--- src/rtl/sclkdiv_pkg.sv ---
package sclkdiv_pkg;

    // Gate controller states
    typedef enum logic [1:0] {
        ST_HALT   = 2'd0,
        ST_LAUNCH = 2'd1,
        ST_RUN    = 2'd2,
        ST_DRAIN  = 2'd3
    } gate_state_e;

    // Control register layout
    localparam int unsigned CTRL_W  = 16;
    localparam int unsigned EN_BIT  = 0;
    localparam int unsigned SEL_LSB = 8;
    localparam int unsigned PHA_BIT = 12;

endpackage

--- src/rtl/sclkdiv_ctrl.sv ---
module sclkdiv_ctrl
    import sclkdiv_pkg::*;
#(
    parameter int unsigned SEL_W = 2
) (
    input  logic              clk,
    input  logic              rst_n,
    input  logic              wr_en,
    input  logic [CTRL_W-1:0] wr_data,
    input  logic              stopped_i,
    input  logic              busy_i,
    output logic              en_o,
    output logic [SEL_W-1:0]  sel_o,
    output logic              pha_o,
    output logic              idle_o,
    output logic [CTRL_W-1:0] rd_o
);

    logic cfg_open;
    logic wdata_unused;

    // Select and phase may change only while parked with enable off
    assign cfg_open     = stopped_i & ~en_o;
    assign wdata_unused = ^wr_data;

    always_ff @(posedge clk or negedge rst_n) begin
        if (!rst_n) begin
            en_o   <= 1'b0;
            sel_o  <= '0;
            pha_o  <= 1'b0;
            idle_o <= 1'b1;
        end else begin
            idle_o <= ~busy_i;
            if (wr_en) begin
                en_o <= wr_data[EN_BIT];
                if (cfg_open) begin
                    sel_o <= wr_data[SEL_LSB +: SEL_W];
                    pha_o <= wr_data[PHA_BIT];
                end
            end
        end
    end

    always_comb begin
        rd_o                    = '0;
        rd_o[EN_BIT]            = en_o;
        rd_o[SEL_LSB +: SEL_W]  = sel_o;
        rd_o[PHA_BIT]           = pha_o;
    end

endmodule

--- src/rtl/sclkdiv_gate_fsm.sv ---
module sclkdiv_gate_fsm
    import sclkdiv_pkg::*;
#(
    parameter int unsigned SEL_W = 2,
    parameter int unsigned CNT_W = 3
) (
    input  logic             clk,
    input  logic             rst_n,
    input  logic             en_i,
    input  logic [SEL_W-1:0] sel_i,
    input  logic             pha_i,
    output gate_state_e      state_o,
    output logic             sclk_o,
    output logic             rise_o,
    output logic             fall_o,
    output logic             mid_o,
    output logic [SEL_W-1:0] sel_act_o,
    output logic             pha_act_o
);

    gate_state_e      state_q, state_d;
    logic [CNT_W-1:0] cnt_q, cnt_d, cnt_inc, last_cnt, mid_cnt;
    logic [CNT_W:0]   half_len;
    logic             sclk_q, sclk_d, at_last, latch;
    logic [SEL_W-1:0] sel_q;
    logic             pha_q;

    // Half-period bookkeeping from the active select
    always_comb begin
        half_len = (CNT_W+1)'(1) << sel_q;
        last_cnt = half_len[CNT_W-1:0] - CNT_W'(1);
        mid_cnt  = half_len[CNT_W:1];
        cnt_inc  = cnt_q + CNT_W'(1);
        at_last  = (cnt_q == last_cnt);
    end

    // State register
    always_ff @(posedge clk or negedge rst_n) begin
        if (!rst_n) begin
            state_q <= ST_HALT;
            cnt_q   <= '0;
            sclk_q  <= 1'b0;
            sel_q   <= '0;
            pha_q   <= 1'b0;
        end else begin
            state_q <= state_d;
            cnt_q   <= cnt_d;
            sclk_q  <= sclk_d;
            if (latch) begin
                sel_q <= sel_i;
                pha_q <= pha_i;
            end
        end
    end

    // Next-state decision
    always_comb begin
        state_d = state_q;
        unique case (state_q)
            ST_HALT:   if (en_i) state_d = ST_LAUNCH;
            ST_LAUNCH: state_d = en_i ? ST_RUN : ST_HALT;
            ST_RUN: begin
                if (!en_i) begin
                    if (!sclk_q || at_last) state_d = ST_HALT;
                    else                    state_d = ST_DRAIN;
                end
            end
            ST_DRAIN:  if (at_last) state_d = ST_HALT;
        endcase
    end

    // Counter, clock level and edge flags
    always_comb begin
        cnt_d  = cnt_q;
        sclk_d = sclk_q;
        rise_o = 1'b0;
        fall_o = 1'b0;
        mid_o  = 1'b0;
        latch  = 1'b0;
        unique case (state_q)
            ST_HALT: begin
                cnt_d  = '0;
                sclk_d = 1'b0;
            end
            ST_LAUNCH: begin
                cnt_d = '0;
                latch = 1'b1;
            end
            ST_RUN: begin
                if (!en_i && !sclk_q) begin
                    cnt_d = '0;
                end else if (at_last) begin
                    cnt_d  = '0;
                    sclk_d = ~sclk_q;
                    rise_o = ~sclk_q;
                    fall_o = sclk_q;
                end else begin
                    cnt_d = cnt_inc;
                    mid_o = ~sclk_q && (cnt_inc == mid_cnt);
                end
            end
            ST_DRAIN: begin
                if (at_last) begin
                    cnt_d  = '0;
                    sclk_d = 1'b0;
                    fall_o = 1'b1;
                end else begin
                    cnt_d = cnt_inc;
                end
            end
        endcase
    end

    assign state_o   = state_q;
    assign sclk_o    = sclk_q;
    assign sel_act_o = sel_q;
    assign pha_act_o = pha_q;

endmodule

--- src/rtl/sclkdiv_strobe.sv ---
module sclkdiv_strobe #(
    parameter int unsigned SEL_W = 2
) (
    input  logic             clk,
    input  logic             rst_n,
    input  logic             rise_i,
    input  logic             fall_i,
    input  logic             mid_i,
    input  logic             pha_i,
    input  logic [SEL_W-1:0] sel_i,
    output logic             shift_o,
    output logic             smp_o
);

    logic smp_d;

    // Quarter-period placement needs at least two cycles per half period
    always_comb begin
        if (pha_i && (sel_i != '0)) smp_d = mid_i;
        else                        smp_d = rise_i;
    end

    always_ff @(posedge clk or negedge rst_n) begin
        if (!rst_n) begin
            shift_o <= 1'b0;
            smp_o   <= 1'b0;
        end else begin
            shift_o <= fall_i;
            smp_o   <= smp_d;
        end
    end

endmodule

--- src/rtl/sclk_gate_div.sv ---
module sclk_gate_div
    import sclkdiv_pkg::*;
#(
    parameter int unsigned SEL_W = 2
) (
    input  logic              clk,
    input  logic              rst_n,
    input  logic              cfg_we,
    input  logic [CTRL_W-1:0] cfg_wdata,
    input  logic              eng_busy,
    output logic [CTRL_W-1:0] ctrl_q,
    output logic              sclk,
    output logic              sclk_stopped,
    output logic              eng_idle,
    output logic              cfg_safe,
    output logic              shift_stb,
    output logic              smp_stb
);

    localparam int unsigned CNT_W = (1 << SEL_W) - 1;

    gate_state_e      gate_state;
    logic             en_r, pha_r, pha_act;
    logic [SEL_W-1:0] sel_r, sel_act;
    logic             rise_p, fall_p, mid_p;

    assign sclk_stopped = (gate_state == ST_HALT) || (gate_state == ST_LAUNCH);
    assign cfg_safe     = eng_idle & sclk_stopped;

    sclkdiv_ctrl #(.SEL_W(SEL_W)) u_ctrl (
        .clk       (clk),
        .rst_n     (rst_n),
        .wr_en     (cfg_we),
        .wr_data   (cfg_wdata),
        .stopped_i (sclk_stopped),
        .busy_i    (eng_busy),
        .en_o      (en_r),
        .sel_o     (sel_r),
        .pha_o     (pha_r),
        .idle_o    (eng_idle),
        .rd_o      (ctrl_q)
    );

    sclkdiv_gate_fsm #(.SEL_W(SEL_W), .CNT_W(CNT_W)) u_fsm (
        .clk       (clk),
        .rst_n     (rst_n),
        .en_i      (en_r),
        .sel_i     (sel_r),
        .pha_i     (pha_r),
        .state_o   (gate_state),
        .sclk_o    (sclk),
        .rise_o    (rise_p),
        .fall_o    (fall_p),
        .mid_o     (mid_p),
        .sel_act_o (sel_act),
        .pha_act_o (pha_act)
    );

    sclkdiv_strobe #(.SEL_W(SEL_W)) u_strobe (
        .clk     (clk),
        .rst_n   (rst_n),
        .rise_i  (rise_p),
        .fall_i  (fall_p),
        .mid_i   (mid_p),
        .pha_i   (pha_act),
        .sel_i   (sel_act),
        .shift_o (shift_stb),
        .smp_o   (smp_stb)
    );

endmodule

--- config.mk ---
export PLATFORM = sky130hd
export DESIGN_NAME = sclk_gate_div
export DESIGN_NICKNAME = d
export VERILOG_FILES = /design/src/rtl/sclkdiv_pkg.sv /design/src/rtl/sclkdiv_ctrl.sv /design/src/rtl/sclkdiv_gate_fsm.sv /design/src/rtl/sclkdiv_strobe.sv /design/src/rtl/sclk_gate_div.sv
export SDC_FILE = /design/constraint.sdc
export NUM_CORES = 1
export LEC_CHECK = 0
export ABC_AREA = 1
export BUFFER_PORTS_ARGS = -buffer_cell sky130_fd_sc_hd__buf_2
export CAP_MARGIN = 20
export CORE_UTILIZATION = 46
export CTS_CLUSTER_DIAMETER = 120
export DETAILED_ROUTE_END_ITERATION = 12
export PLACE_DENSITY = 0.76
export SLEW_MARGIN = 25
export SYNTH_ARGS = -nofsm -noshare
export SYNTH_HDL_FRONTEND = slang
export SYNTH_SLANG_ARGS = --single-unit
--- constraint.sdc ---
create_clock -name clk -period 1.66 [get_ports clk]
set_input_delay 0.083 -clock clk [delete_from_list [all_inputs] [get_ports clk]]
set_output_delay 0.083 -clock clk [all_outputs]
set_load 0.01 [all_outputs]
# Yosys cells after proc, flatten, opt, wreduce, memory -nomap -nowiden
# Cells that the tools add are included.
# W data, S select, Z words.
[classes] bitwise_logic=5 addsub=2 reduce_logical=14 n_shift=1 n_eq_ne=10 muxes=25
[op_table] operator="$mux W1" n=14
[op_table] operator="$mux W2" n=5
[op_table] operator="$pmux W3 S3" n=1
[op_table] operator="$pmux W2 S4" n=1
[op_table] operator="$eq A3 B3 Y1" n=2
[op_table] operator="$mux W3" n=2
[op_table] operator="$ne A2 B1 Y1 const B" n=3
[op_table] operator="$eq A2 B2 Y1 const B" n=2
[op_table] operator="$ne A2 B2 Y1 const B" n=2
[op_table] operator="$reduce_and A4 Y1" n=1
[op_table] operator="$shl A1 B2 Y4 const A" n=1
[op_table] operator="$add A3 B1 Y3 const B" n=1
[op_table] operator="$logic_and A1 B1 Y1" n=3
[op_table] operator="$not A1 Y1" n=3
[op_table] operator="$pmux W1 S3" n=1
[op_table] operator="$reduce_and A3 Y1" n=1
[op_table] operator="$reduce_bool A3 Y1" n=1
[op_table] operator="$sub A3 B1 Y3 const B" n=1
[op_table] operator="$and A1 B1 Y1" n=2
[op_table] operator="$eq A2 B1 Y1 const B" n=1
[op_table] operator="$logic_not A1 Y1" n=2
[op_table] operator="$logic_not A2 Y1" n=1
[op_table] operator="$logic_or A1 B1 Y1" n=2
[op_table] operator="$pmux W1 S2" n=1
[op_table] operator="3 further kinds" n=3
[totals] output_inout_bits=22 regBits=16 word_cells=68 inputBits=20

# Logic depth before layout (Yosys ltp)
# Gate-level depths: netlist of the first run.
[logic_depth] ltp_word=7 mapped_depth=9 mapped_depth_nobuf=8

# By module
# From an unflattened synthesis of the first run, not the netlist that was laid out.
[unflattened] hier_cells=119 area_unflattened_um2=962.2
[by_module_without_submodules] module="sclkdiv_gate_fsm" area_per_inst_um2=551.8 seq_area_each_um2=225.2 instances=1 cells_each=71
[by_module_without_submodules] module="sclkdiv_ctrl" area_per_inst_um2=317.8 seq_area_each_um2=126.4 instances=1 cells_each=36
[by_module_without_submodules] module="sclkdiv_strobe" area_per_inst_um2=78.8 seq_area_each_um2=50.0 instances=1 cells_each=9
[by_module_without_submodules] module="sclk_gate_div" area_per_inst_um2=13.8 seq_area_each_um2=0.0 instances=1 cells_each=3

# Worst setup path after synthesis of the first run
# Ideal clock, no wire load.
[synth_path] kind="register to register" from="register u_fsm.sel_q[1] (netlist: u_fsm.sel_act_o[1])" to="register u_fsm.sclk_q (netlist: u_fsm.sclk_o)" required_ps=1543 path_buffers=1 setup_time_ps=117 slack_ps=487 period_less_slack_ps=1173 arrival_ps=1055 stages_incl_launch_ff=10 cell_sequence="dfrtp_1 > buf_2 > inv_2 > nand3_1 > nand2_1 > nand3_4 > o21ai_2 > nand2_1 > nand2_1 > nand2_1"
[synth_between] elab_chain_cells=5 elab_cells_between_ends=6 cone_classes="add/sub: 1; eq/ne: 3; shift: 1; reduce/logical: 1"
[synth_rtl] item="start, declared" line="sclkdiv_gate_fsm.sv:25" source="logic [SEL_W-1:0] sel_q;"
[synth_rtl] item="start signal, assigned" line="sclkdiv_gate_fsm.sv:50" source="sel_q <= sel_i;"
[synth_rtl] item="$shl A1 B2 Y4 (*)" line="sclkdiv_gate_fsm.sv:30" source="half_len = (CNT_W+1)'(1) << sel_q;"
[synth_rtl] item="$sub A3 B1 Y3 (*)" line="sclkdiv_gate_fsm.sv:31" source="last_cnt = half_len[CNT_W-1:0] - CNT_W'(1);"
[synth_rtl] item="$eq A3 B3 Y1 (*)" line="sclkdiv_gate_fsm.sv:34" source="at_last = (cnt_q == last_cnt);"
[synth_rtl] item="$ne A2 B1 Y1 (no source line)"
[synth_rtl] item="$reduce_and A4 Y1 (no source line) (*)"
[synth_rtl] item="end signal, assigned" line="sclkdiv_gate_fsm.sv:48" source="sclk_q <= sclk_d;"
[synth_rtl] item="end, declared" line="sclkdiv_gate_fsm.sv:24" source="logic sclk_q, sclk_d, at_last, latch;"
# Mark *: on every way between the ends. The rest lies on a longest branch, timed or not.
# A chain may end at the register's enable or synchronous reset.

# Final worst setup path of the first run
[layout_path] from="register u_fsm.cnt_q[0]" to="register u_strobe.smp_o"
[layout_between] elab_chain_cells=7 elab_cells_between_ends=11 cone_classes="add/sub: 1; eq/ne: 2; mux: 7; reduce/logical: 1"
[layout_rtl] item="start, declared" line="sclkdiv_gate_fsm.sv:22" source="logic [CNT_W-1:0] cnt_q, cnt_d, cnt_inc, last_cnt, mid_cnt;"
[layout_rtl] item="start signal, assigned" line="sclkdiv_gate_fsm.sv:47" source="cnt_q <= cnt_d;"
[layout_rtl] item="$add A3 B1 Y3" line="sclkdiv_gate_fsm.sv:33" source="cnt_inc = cnt_q + CNT_W'(1);"
[layout_rtl] item="$eq A3 B3 Y1" line="sclkdiv_gate_fsm.sv:99" source="mid_o = ~sclk_q && (cnt_inc == mid_cnt);"
[layout_rtl] item="$logic_and A1 B1 Y1" line="sclkdiv_gate_fsm.sv:99"
[layout_rtl] item="$mux W1" line="sclkdiv_gate_fsm.sv:92" source="end else if (at_last) begin"
[layout_rtl] item="$mux W1" line="sclkdiv_gate_fsm.sv:90" source="if (!en_i && !sclk_q) begin"
[layout_rtl] item="$mux W1" line="sclkdiv_gate_fsm.sv:80" source="unique case (state_q)"
[layout_rtl] item="$mux W1 (*)" line="sclkdiv_strobe.sv:19" source="if (pha_i && (sel_i != '0)) smp_d = mid_i;"
[layout_rtl] item="net u_strobe.smp_d" line="sclkdiv_strobe.sv:15" source="logic smp_d;"
[layout_rtl] item="end signal, assigned" line="sclkdiv_strobe.sv:29" source="smp_o <= smp_d;"
[layout_rtl] item="end, declared" line="sclkdiv_strobe.sv:12" source="output logic smp_o"
# The timed path passes the listed nets; every way through them passes the cells marked *.

==> run metrics, run 1 <==
setup TNS=0 ns; maximum vdd drop=958.5 uV; Critical Path Source Type=register; largest net degree at the start of global routing=17; Worst R2R Start=u_fsm.cnt_q[0]; power density over the cells=1567 mW/mm2; Seq cells post-synth=16; # setup viols final=0; Worst setup endpoint=u_strobe.smp_o; Final Skew=around 0.0017 ns; RSZ-0062 raised after global routing=no; vias in the first global route=~570; starting density of the core=around half; yosys warns=0; Bufs on Longest Clock Path=2; commonest non-fill, non-tap cell in the layout=nand2_1; status=finished clean; Initial DRC Count=10; most frequent cells in the layout=31 x nand2_1, 17 x inv_1, 17 x buf_2; synthesized area=about 970 um2; initial antenna violation count=0; arrival time worst endpoint=around 1.5 ns; Clock Sinks=16; overall die area=between 0.002 and 0.0025 mm2; r2r worst-path depth=7; required time of the critical path=roughly 1.9 ns; Clock transition at path regs=0.09 ns; vias=~800; critical-path maximum fanout=5; input/output buffers=17; Root Buffer=clkbuf_4; worst setup path start=u_fsm.cnt_q[0]; leak pwr=around 0.6 nW; share of layout cells above drive strength 1=20.67%; Cells after Synth=131; die extent in x=between 40 and 50 um; Pre-antenna DRT Iters=4; NumNets Final=about 170; synth unique cells=21; Die Height=roughly 48 um; r2r endpoint=u_strobe.smp_o; CTS tree=yes; Ports=42; first-pass GRT wire length=between 2000 and 2500 um; Total GRT Usage=roughly 16%; antenna viol nets, final=0; TritonCTS buffer count=3; CTS H-tree depth=1; Hold Crit Class=in2reg; latest clock arrival within the worst-skew pair=around 0.28 ns; wire per inst=9.085 um; final worst-path cycle share=between 70% and 80%; post-synthesis sequential area ratio=roughly two fifths; Core Area=0.001962 mm2; Antenna diodes=0; post-layout min period=approximately 1.3 ns; synthesis-to-finish area growth=9.974%; max-slew violations=0; FF-to-FF setup slack=about 0.36 ns; Max Cap Violations=0; DRC violations left=0; Post-DP HPWL=around 1300 um; CP Class=reg2reg; DR vias/cell=approximately 4.5; Post-Route WL=1608 um; GPL Wtd Cong=0.7713; syn_area_per_cell=between 7 and 8 um2; max frequency=~770 MHz; Final Hold Vio Count=0; num rows=16; CTS resizes=0; Overflow after GRT=0; critical path endpoint category=register; final core utilization=54.15%
## Yosys cell counts
master   count  area [um2]
dfrtp_1     15       375.4
buf_4       14       105.1
nand2_1     31       116.4
o21ai_1      3       15.01
inv_2        5       18.77
buf_2        1       5.000
a21oi_1      7       35.03
dfstp_2      1       26.28
nand3_1     10       50.05
nor2_2       1       6.260
o31ai_1      1       7.510
ha_1         1       12.51
nand2_2      1       6.260
conb_1       1       3.750
o21ai_2      1       8.760
nor3_2       1       10.01
nor2_1      11       41.29
nand3_4      1       17.52
inv_1       17       63.81
o21ai_0      7       35.03
nand4_1      1       6.260
## layout make-up
type,count,area [um2]
repair buffers,19,105.1
fillers,206,899.6
inverters,22,82.58
flip-flops and latches,16,401.6
well taps,27,33.78
clock buffers,4,26.28
multi-input cells,89,412.9
## critical path: stages (launching register included)
cell     delay [ns]
dfrtp_1        0.44
ha_1           0.32
inv_1          0.05
nand3_1        0.06
nand2_1        0.06
nor2_1         0.11
nand3_1        0.08
a21oi_1        0.12
## cell families (layout without fill, tap and decap cells)
group                      count (synthesis)  after routing  share of synthesized area, %
adders and majority gates                  1              1                         1.295
buffers and inverters                     37             45                         19.95
DFF                                       16             16                         41.58
AOI/OAI and AO/OA                         19             19                         10.49
and+or+nand+nor                           57             57                         26.30
other                                      1             12                        0.3882
## power breakdown
part           switching (mW)  internal (mW)
Clock                   0.118         0.0930
Sequential              0.147          0.514
Combinational           0.507          0.286
Total                   0.772          0.893
## stage by stage
| stage | instance area, um2 | worst slack [ns] | hold WS (ns) | instances | power, mW |
|---|---|---|---|---|---|
| 2_1_floorplan | 1007 | 0.4875 | -0.2126 | 142 | 1.298 |
| 3_3_place_gp | 1016 | 0.3911 | 0.01261 | 171 | 1.429 |
| 3_5_place_dp | 1016 | 0.3845 | 0.01141 | 171 | 1.460 |
| 4_1_cts | 1062 | 0.3556 | 0.01156 | 177 | 1.669 |
| 5_1_grt | 1062 | 0.2251 | 0.03574 | 177 | 1.838 |
| 6_report | 1062 | 0.3576 | 0.01171 | 177 | 1.664 |
## registers in the layout, summed over array words and instances, names as in the netlist
name,flops
u_ctrl.pha_o,1
u_ctrl.sel_o,2
u_strobe.smp_o,1
u_ctrl.en_o,1
u_fsm.pha_act_o,1
u_fsm.sel_act_o,2
u_fsm.cnt_q,3
u_fsm.sclk_o,1
u_ctrl.idle_o,1
u_fsm.state_o,2
u_strobe.shift_o,1
## how the worst min path moves through the flow
stage | start | endpoint | slack (ns) | cells past startpoint
global placement | rst_n | u_ctrl.pha_o | 0.01 | 1
finish | cfg_wdata[0] | u_ctrl.en_o | 0.01 | 3
floorplan | rst_n | u_ctrl.en_o | -0.21 | 0
global route | cfg_wdata[0] | u_ctrl.en_o | 0.04 | 3
CTS | cfg_wdata[0] | u_ctrl.en_o | 0.01 | 3
detailed placement | rst_n | u_fsm.state_o[1] | 0.01 | 1
## per-layer routing
| layer | GRT usage (%) | share of wire [%] | up-vias |
|---|---|---|---|
| met2 | 23.51 | 46 | 32 |
| met5 | 0 | 0 | - |
| met4 | 6.667 | 1.2 | 0 |
| met3 | 3.774 | 6.2 | 2 |
| li1 | - | - | 419 |
| met1 | 21.99 | 46 | 351 |
## what timing repair did
item	CTS	global route
hold buffers	2	0
buffers inserted	0	0
hold endpoints to repair	16	0
Power figures use the tool's default switching activity.
==> inputs of run 2 (changes only) <==
==> constraint.sdc (replaced) <==
create_clock -name clk -period 1.29 [get_ports clk]
set_input_delay 0.0645 -clock clk [delete_from_list [all_inputs] [get_ports clk]]
set_output_delay 0.0645 -clock clk [all_outputs]
set_load 0.01 [all_outputs]
==> run metrics, run 2 (synthesis results as in run 1) <==
latest clock arrival within the worst-skew pair=0.30 ns (+0.02 ns); max-slew violations=0 (unchanged); grt met2 use=28.38% (+4.9 points); r2r worst-path depth=8 (+1); CTS tree=yes; r2r endpoint=u_fsm.state_o[0]; Bufs on Longest Clock Path=2 (unchanged); max frequency=791.3 MHz (+3.1%); commonest non-fill, non-tap cell in the layout=nand2_1; Final Skew=0.006369 ns (+0.004698 ns); largest stage delay on the critical path=0.48 ns (+0.04 ns); Core Area=0.001962 mm2 (unchanged); Logic pwr share=53.1% (+5.4 points); critical path endpoint category=register; hold path endpoint=u_ctrl.sel_o[1]; CP max stage cell=dfrtp_2; leak pwr=0.6499 nW (+8.8%); CTS H-tree depth=1 (unchanged); Antenna diodes=0 (unchanged); DR vias/cell=4.765 (+4.9%); starting density of the core=49.23% (unchanged); most frequent cells in the layout=28 x nand2_1, 17 x buf_2, 16 x inv_1; met3 usage=3.019% (-0.75 points); switch share=46.85% (+0.48 points); DRC violations left=0 (unchanged); Max Cap Violations=0 (unchanged); cell mode on critical path=nand2_1; Root Buffer=clkbuf_4; final worst-path cycle share=97.96% (+20 points); vias in the first global route=680 (+19%); synthesis-to-finish area growth=23.96%; M1 GR Usage=22.59% (+0.60 points); CP Class=reg2reg; share of layout cells above drive strength 1=31.25% (+11 points); critical-path maximum fanout=7 (+2); Pre-antenna DRT Iters=4 (unchanged); Sequential Power Share=35.2% (-4.5 points); Ports=42 (unchanged); FF+latch area=404.1 um2 (+0.62%); input/output buffers=17 (unchanged); status=finished clean; Clock Sinks=16 (unchanged); busiest grt layer=met2; Clk pwr share=11.7% (-1.0 points); Crit path max-delay family=simple AND/OR/NAND/NOR gates; Total GRT Usage=17.58% (+1.8 points); Overflow after GRT=0 (unchanged); Final Power=2.456 mW (+48%); FF-to-FF setup slack=0.03 ns (-0.33 ns); Initial DRC Count=15 (+5); Internal=1.305 mW (+46%); GPL Wtd Cong=0.7879 (+2.2%); Largest register FFs=3 (unchanged); Final Hold Vio Count=0 (unchanged); critical path buffer and inverter count=1 (unchanged); hold slack=0.01567 ns (+0.003963 ns); die extent in x=47.83 um (unchanged); antenna viol nets, final=0 (unchanged); Hold Crit Class=in2reg; wire per inst=10.73 um (+18%); Post-Route WL=2006 um (+25%); Worst R2R Start=u_fsm.sel_act_o[0]; TritonCTS buffer count=3 (unchanged); RSZ-0062 raised after global routing=yes; setup TNS=0 ns (unchanged); fillers=195 (-5.3%); num rows=16 (unchanged); maximum vdd drop=1201 uV (+25%); required time of the critical path=1.48 ns (-0.39 ns); hold path cells=3 (unchanged); overall die area=0.002287 mm2 (unchanged); Clock transition at path regs=0.10 ns (about the same); initial antenna violation count=0 (unchanged); P_sw=1.151 mW (+49%); crit-path cells=inv_2, nand3_2, nand2_2, nand3_4, nand3_2, nand2_1, nand2_1, nand2_1; # setup viols final=0 (unchanged); multi-input logic area=451.7 um2 (+9.4%); Critical Path Source Type=register; min-delay src=cfg_wdata[9]; first-pass GRT wire length=2780 um (+13%); post-layout min period=1.264 ns (-0.03872 ns); NumNets Final=182 (+5.8%); arrival time worst endpoint=1.46 ns (-0.05 ns); Most flops, register=u_fsm.cnt_q; largest net degree at the start of global routing=17 (unchanged); Die Height=47.83 um (unchanged); vias=891 (+11%); power density over the cells=2051 mW/mm2 (+31%); Post-DP HPWL=1285 um (+2.4%)
[run 2: power groups by stage]
stage	clock network, mW	registers (mW)	logic, mW
2_1_floorplan	0	0.813	0.857
3_3_place_gp	0	0.851	0.998
3_5_place_dp	0	0.859	1.03
4_1_cts	0.291	0.849	1.07
5_1_grt	0.304	0.889	1.48
6_report	0.287	0.864	1.30
[run 2: repair_timing]
action | 4_1_cts | 5_1_grt
setup endpoints to repair | 2 | 3
setup buffers | 1 | 5
gates resized for setup | 1 | 17
endpoints found under the hold margin | 18 | 0
hold buffers | 5 | 0
pin swaps | 0 | 10
[run 2: per-layer routing]
| metal | up-vias | share of wire, % |
|---|---|---|
| met3 | 7 | 6.0 |
| met4 | 0 | 2.0 |
| met5 | - | 0 |
| met2 | 36 | 53 |
| li1 | 440 | - |
| met1 | 408 | 39 |
[run 2: worst register-to-register path, stage by stage (launching register included)]
cell and delay, ns:
dfrtp_2 0.48, inv_2 0.11, nand3_2 0.09, nand2_2 0.09, nand3_4 0.12, nand3_2 0.08
nand2_1 0.07, nand2_1 0.08, nand2_1 0.05
[run 2: through the flow]
stage	cells	util, %	setup slack [ns]	cell area, um2
5_1_grt	187	61.03	-0.08874	1197
4_1_cts	182	56.51	0.01196	1109
2_1_floorplan	142	-	0.1175	1007
6_report	187	61.03	0.02628	1197
3_3_place_gp	172	52.17	0.02229	1023
3_5_place_dp	172	52.17	0.01287	1023
[run 2: worst max-delay path by stage]
stage | to | slack [ns] | from | cells past startpoint
after floorplan | u_fsm.sclk_o | 0.12 | u_fsm.sel_act_o[1] | 9
after global placement | u_strobe.smp_o | 0.02 | u_fsm.cnt_q[0] | 7
after detailed placement | u_strobe.smp_o | 0.01 | u_fsm.cnt_q[0] | 7
after CTS | u_strobe.smp_o | 0.01 | u_fsm.cnt_q[1] | 7
after global routing | u_fsm.sclk_o | -0.09 | u_fsm.sel_act_o[0] | 8
final | u_fsm.state_o[0] | 0.03 | u_fsm.sel_act_o[0] | 8
[run 2: layout make-up]
cell class	instances	area share (%)
Clock buffer	4	2.194
Inverter	22	6.897
Multi-Input combinational cell	89	37.72
Sequential cell	16	33.75
Tap cell	27	2.821
Timing Repair Buffer	29	16.61
==> inputs of run 3 (changes only) <==
--- a/config.mk
+++ b/config.mk
@@ -7,7 +7,7 @@
 export LEC_CHECK = 0
 export ABC_AREA = 1
 export BUFFER_PORTS_ARGS = -buffer_cell sky130_fd_sc_hd__buf_2
-export CAP_MARGIN = 20
+export CORE_MARGIN = 10
 export CORE_UTILIZATION = 46
 export CTS_CLUSTER_DIAMETER = 120
 export DETAILED_ROUTE_END_ITERATION = 12
@@ -15,4 +15,5 @@
 export SLEW_MARGIN = 25
 export SYNTH_ARGS = -nofsm -noshare
 export SYNTH_HDL_FRONTEND = slang
+export SYNTH_HIERARCHICAL = 1
 export SYNTH_SLANG_ARGS = --single-unit
==> run metrics, run 3 <==
post-layout min period=1.279 ns (+0.01521 ns); largest stage delay on the critical path=0.44 ns (-0.04 ns); share of layout cells above drive strength 1=34.46% (+3.2 points); first-pass GRT wire length=3346 um (+20%); yosys warns=6 (+6); largest net degree at the start of global routing=17 (unchanged); post-synthesis sequential area ratio=41.74% (+0.16 points); DR vias/cell=4.651 (-2.4%); r2r endpoint=u_strobe/smp_o; critical path buffer and inverter count=0 (-1); maximum vdd drop=1079 uV (-10%); Clock Sinks=16 (unchanged); Final Hold Vio Count=0 (unchanged); TritonCTS buffer count=3 (unchanged); CTS tree=yes; FF-to-FF setup slack=0.01 ns (-0.02 ns); Internal=1.362 mW (+4.4%); vias in the first global route=792 (+16%); main combinational cell family by area after synthesis=simple AND/OR/NAND/NOR gates; Sequential Power Share=35.7% (+0.5 points); setup TNS=0 ns (unchanged); number of synthesized flops with an enable pin=0 (unchanged); Root Buffer=clkbuf_4; Clock transition at path regs=0.10 ns (about the same); min-delay src=cfg_wdata[9]; Synth Area in Compound Gates=5.072% (-5.4 points); required time of the critical path=1.51 ns (+0.03 ns); CTS H-tree depth=1 (unchanged); # setup viols final=0 (unchanged); DP Area=0.001062 mm2 (+3.8%); Max Cap Violations=0 (unchanged); Die Height=65.74 um (+37%); Antenna diodes=0 (unchanged); max frequency=781.9 MHz (-1.2%); Synth Area in Simple Gates=27.18% (+0.88 points); Cells after Synth=119 (-9.2%); Crit path max-delay family=simple AND/OR/NAND/NOR gates; critical-path maximum fanout=3 (-4); NumNets Final=170 (-6.6%); Critical Path Source Type=register; fillers=183 (-6.2%); synth unique cells=24 (+14%); overall die area=0.004321 mm2 (+89%); critical path endpoint category=register; Ports=42 (unchanged); die extent in x=65.74 um (+37%); Worst R2R Start=u_fsm/cnt_q[1]; Yosys top cell area share=39.01% (+0.15 points); Pre-antenna DRT Iters=4 (unchanged); Core Area=0.001982 mm2 (+1.0%); syn_area_per_cell=8.085 um2 (+9.7%); xor-xnor portion of the synthesized cell area=3.641% (+3.6 points); wire per inst=11.71 um (+9.2%); cell area after layout=0.001187 mm2 (-0.84%); Final Skew=0.003713 ns (-0.002657 ns); leak pwr=0.6736 nW (+3.6%); num rows=16 (unchanged); Post-Route WL=2050 um (+2.2%); share of flip-flops with an asynchronous set or reset=100.0% (unchanged); hold path endpoint=u_ctrl/sel_o[1]; most frequent cells in the layout=24 x nand2_1, 17 x buf_2, 16 x inv_1; r2r worst-path depth=6 (-2); power density over the cells=1935 mW/mm2 (-5.7%); switch share=40.71% (-6.1 points); CP max stage cell=dfrtp_1; GPL Wtd Cong=0.8667 (+10%); Largest register FFs=3 (unchanged); Logic pwr share=49.9% (-3.2 points); hold path cells=3 (unchanged); initial antenna violation count=0 (unchanged); Overflow after GRT=0 (unchanged); count leader, synth=nand2_1; input/output buffers=17 (unchanged); starting density of the core=48.55% (-0.69 points); most frequent cells after synthesis=26 x nand2_1, 18 x inv_1, 16 x buf_4; vias=814 (-8.6%); Synth Flop Type=dfrtp_1; Clk pwr share=14.4% (+2.7 points); P_sw=0.9353 mW (-19%); Bufs on Longest Clock Path=2 (unchanged); commonest non-fill, non-tap cell in the layout=nand2_1; top cells by area, synth=dfrtp_1 39%, buf_4 12%, nand2_1 10%, inv_1 7.0%, nand3_1 4.2%; synthesized-area fraction occupied by adder cells=1.300% (+0.0051 points); Most flops, register=u_fsm/cnt_q; Post-DP HPWL=1550 um (+21%); final worst-path cycle share=99.14% (+1.2 points); arrival time worst endpoint=1.50 ns (+0.04 ns); proportion of synthesized area in mux cells=1.170% (+1.2 points); antenna viol nets, final=0 (unchanged); Final Power=2.298 mW (-6.4%); Seq cells post-synth=16 (unchanged); synthesized area=962.2 um2 (-0.39%); crit-path cells=ha_4, nand3b_1, nand4_1, nor3_2, nand3_1, nand2_1; synthesis-to-finish area growth=23.41%; DRC violations left=0 (unchanged); latest clock arrival within the worst-skew pair=0.28 ns (-0.02 ns); Total GRT Usage=9.626% (-8.0 points); status=finished clean; CP Class=reg2reg; largest area contributor in the netlist=dfrtp_1; max-slew violations=0 (unchanged); Hold Crit Class=in2reg; RSZ-0062 raised after global routing=yes; Initial DRC Count=17 (+2)
-- run 3: per-layer routing --
| layer | part of all wire (%) | wire length [um] | track usage [%] | vias to the layer above |
|---|---|---|---|---|
| li1 | - | - | - | 405 |
| met5 | 0 | 0 | 0 | - |
| met2 | 51 | 1054 | 17.75 | 27 |
| met4 | 1.0 | 21 | 3.743 | 0 |
| met3 | 6.0 | 123 | 2.712 | 4 |
| met1 | 41 | 850 | 9.941 | 378 |
-- run 3: final cells by class --
class / instances / area [um2] / share of cell area, %
timing repair buffer: 30 / 193.9 / 16.33
inverter: 18 / 67.56 / 5.690
multi-input combinational: 80 / 449.2 / 37.83
sequential: 16 / 406.6 / 34.25
clock buffer: 4 / 36.28 / 3.056
tap: 27 / 33.78 / 2.845
-- run 3: worst max-delay path by stage --
stage	start	end	slack [ns]	cells past startpoint
final	u_fsm/cnt_q[1]	u_strobe/smp_o	0.01	6
after floorplan	u_fsm/sel_act_o[1]	u_strobe/smp_o	0.07	8
after global placement	u_fsm/sel_act_o[1]	u_strobe/smp_o	-0.02	8
after detailed placement	u_fsm/sel_act_o[1]	u_strobe/smp_o	-0.03	8
after CTS	u_fsm/cnt_q[1]	u_strobe/smp_o	-0.008	6
after global routing	u_fsm/sel_act_o[0]	u_strobe/smp_o	-0.10	7
-- run 3: metrics by stage --
step	utilization, %	hold WS (ns)	worst slack, ns	cells
after global routing	59.91	0.04251	-0.1013	175
final	59.91	0.03730	0.01107	175
after floorplan	-	-0.2311	0.07367	130
after CTS	58.84	0.03097	-0.007574	175
after global placement	53.60	-0.007108	-0.02151	166
after detailed placement	53.60	-0.001569	-0.03413	166
-- run 3: power by group through the flow --
stage / registers (mW) / logic [mW] / clock network [mW]
after floorplan: 0.789 / 0.703 / 0
after global placement: 0.797 / 0.970 / 0
after detailed placement: 0.804 / 0.998 / 0
after CTS: 0.801 / 1.09 / 0.341
after global routing: 0.845 / 1.27 / 0.367
final: 0.820 / 1.15 / 0.330
-- run 3: worst min-delay path, cell delays in order --
cell     delay, ns
buf_2         0.07
nand4_1       0.08
nand2_1       0.07
-- run 3: kinds of logic (layout without fill, tap and decap cells) --
family	Yosys count	count (layout)
fa+ha+maj	1	1
compound gates	9	9
flops	16	16
mux	1	1
other cells	1	12
simple gates	53	53
xor+xnor	4	4
buf+inv	34	52
-- run 3: what timing repair did --
action / in CTS / in global routing
cloned: 0 / 0
endpoints found under the setup margin: 1 / 8
hold buffers: 3 / 0
pin swaps: 0 / 5
hold endpoints to repair: 18 / 0
resized for setup: 5 / 11
buffers inserted: 2 / 0
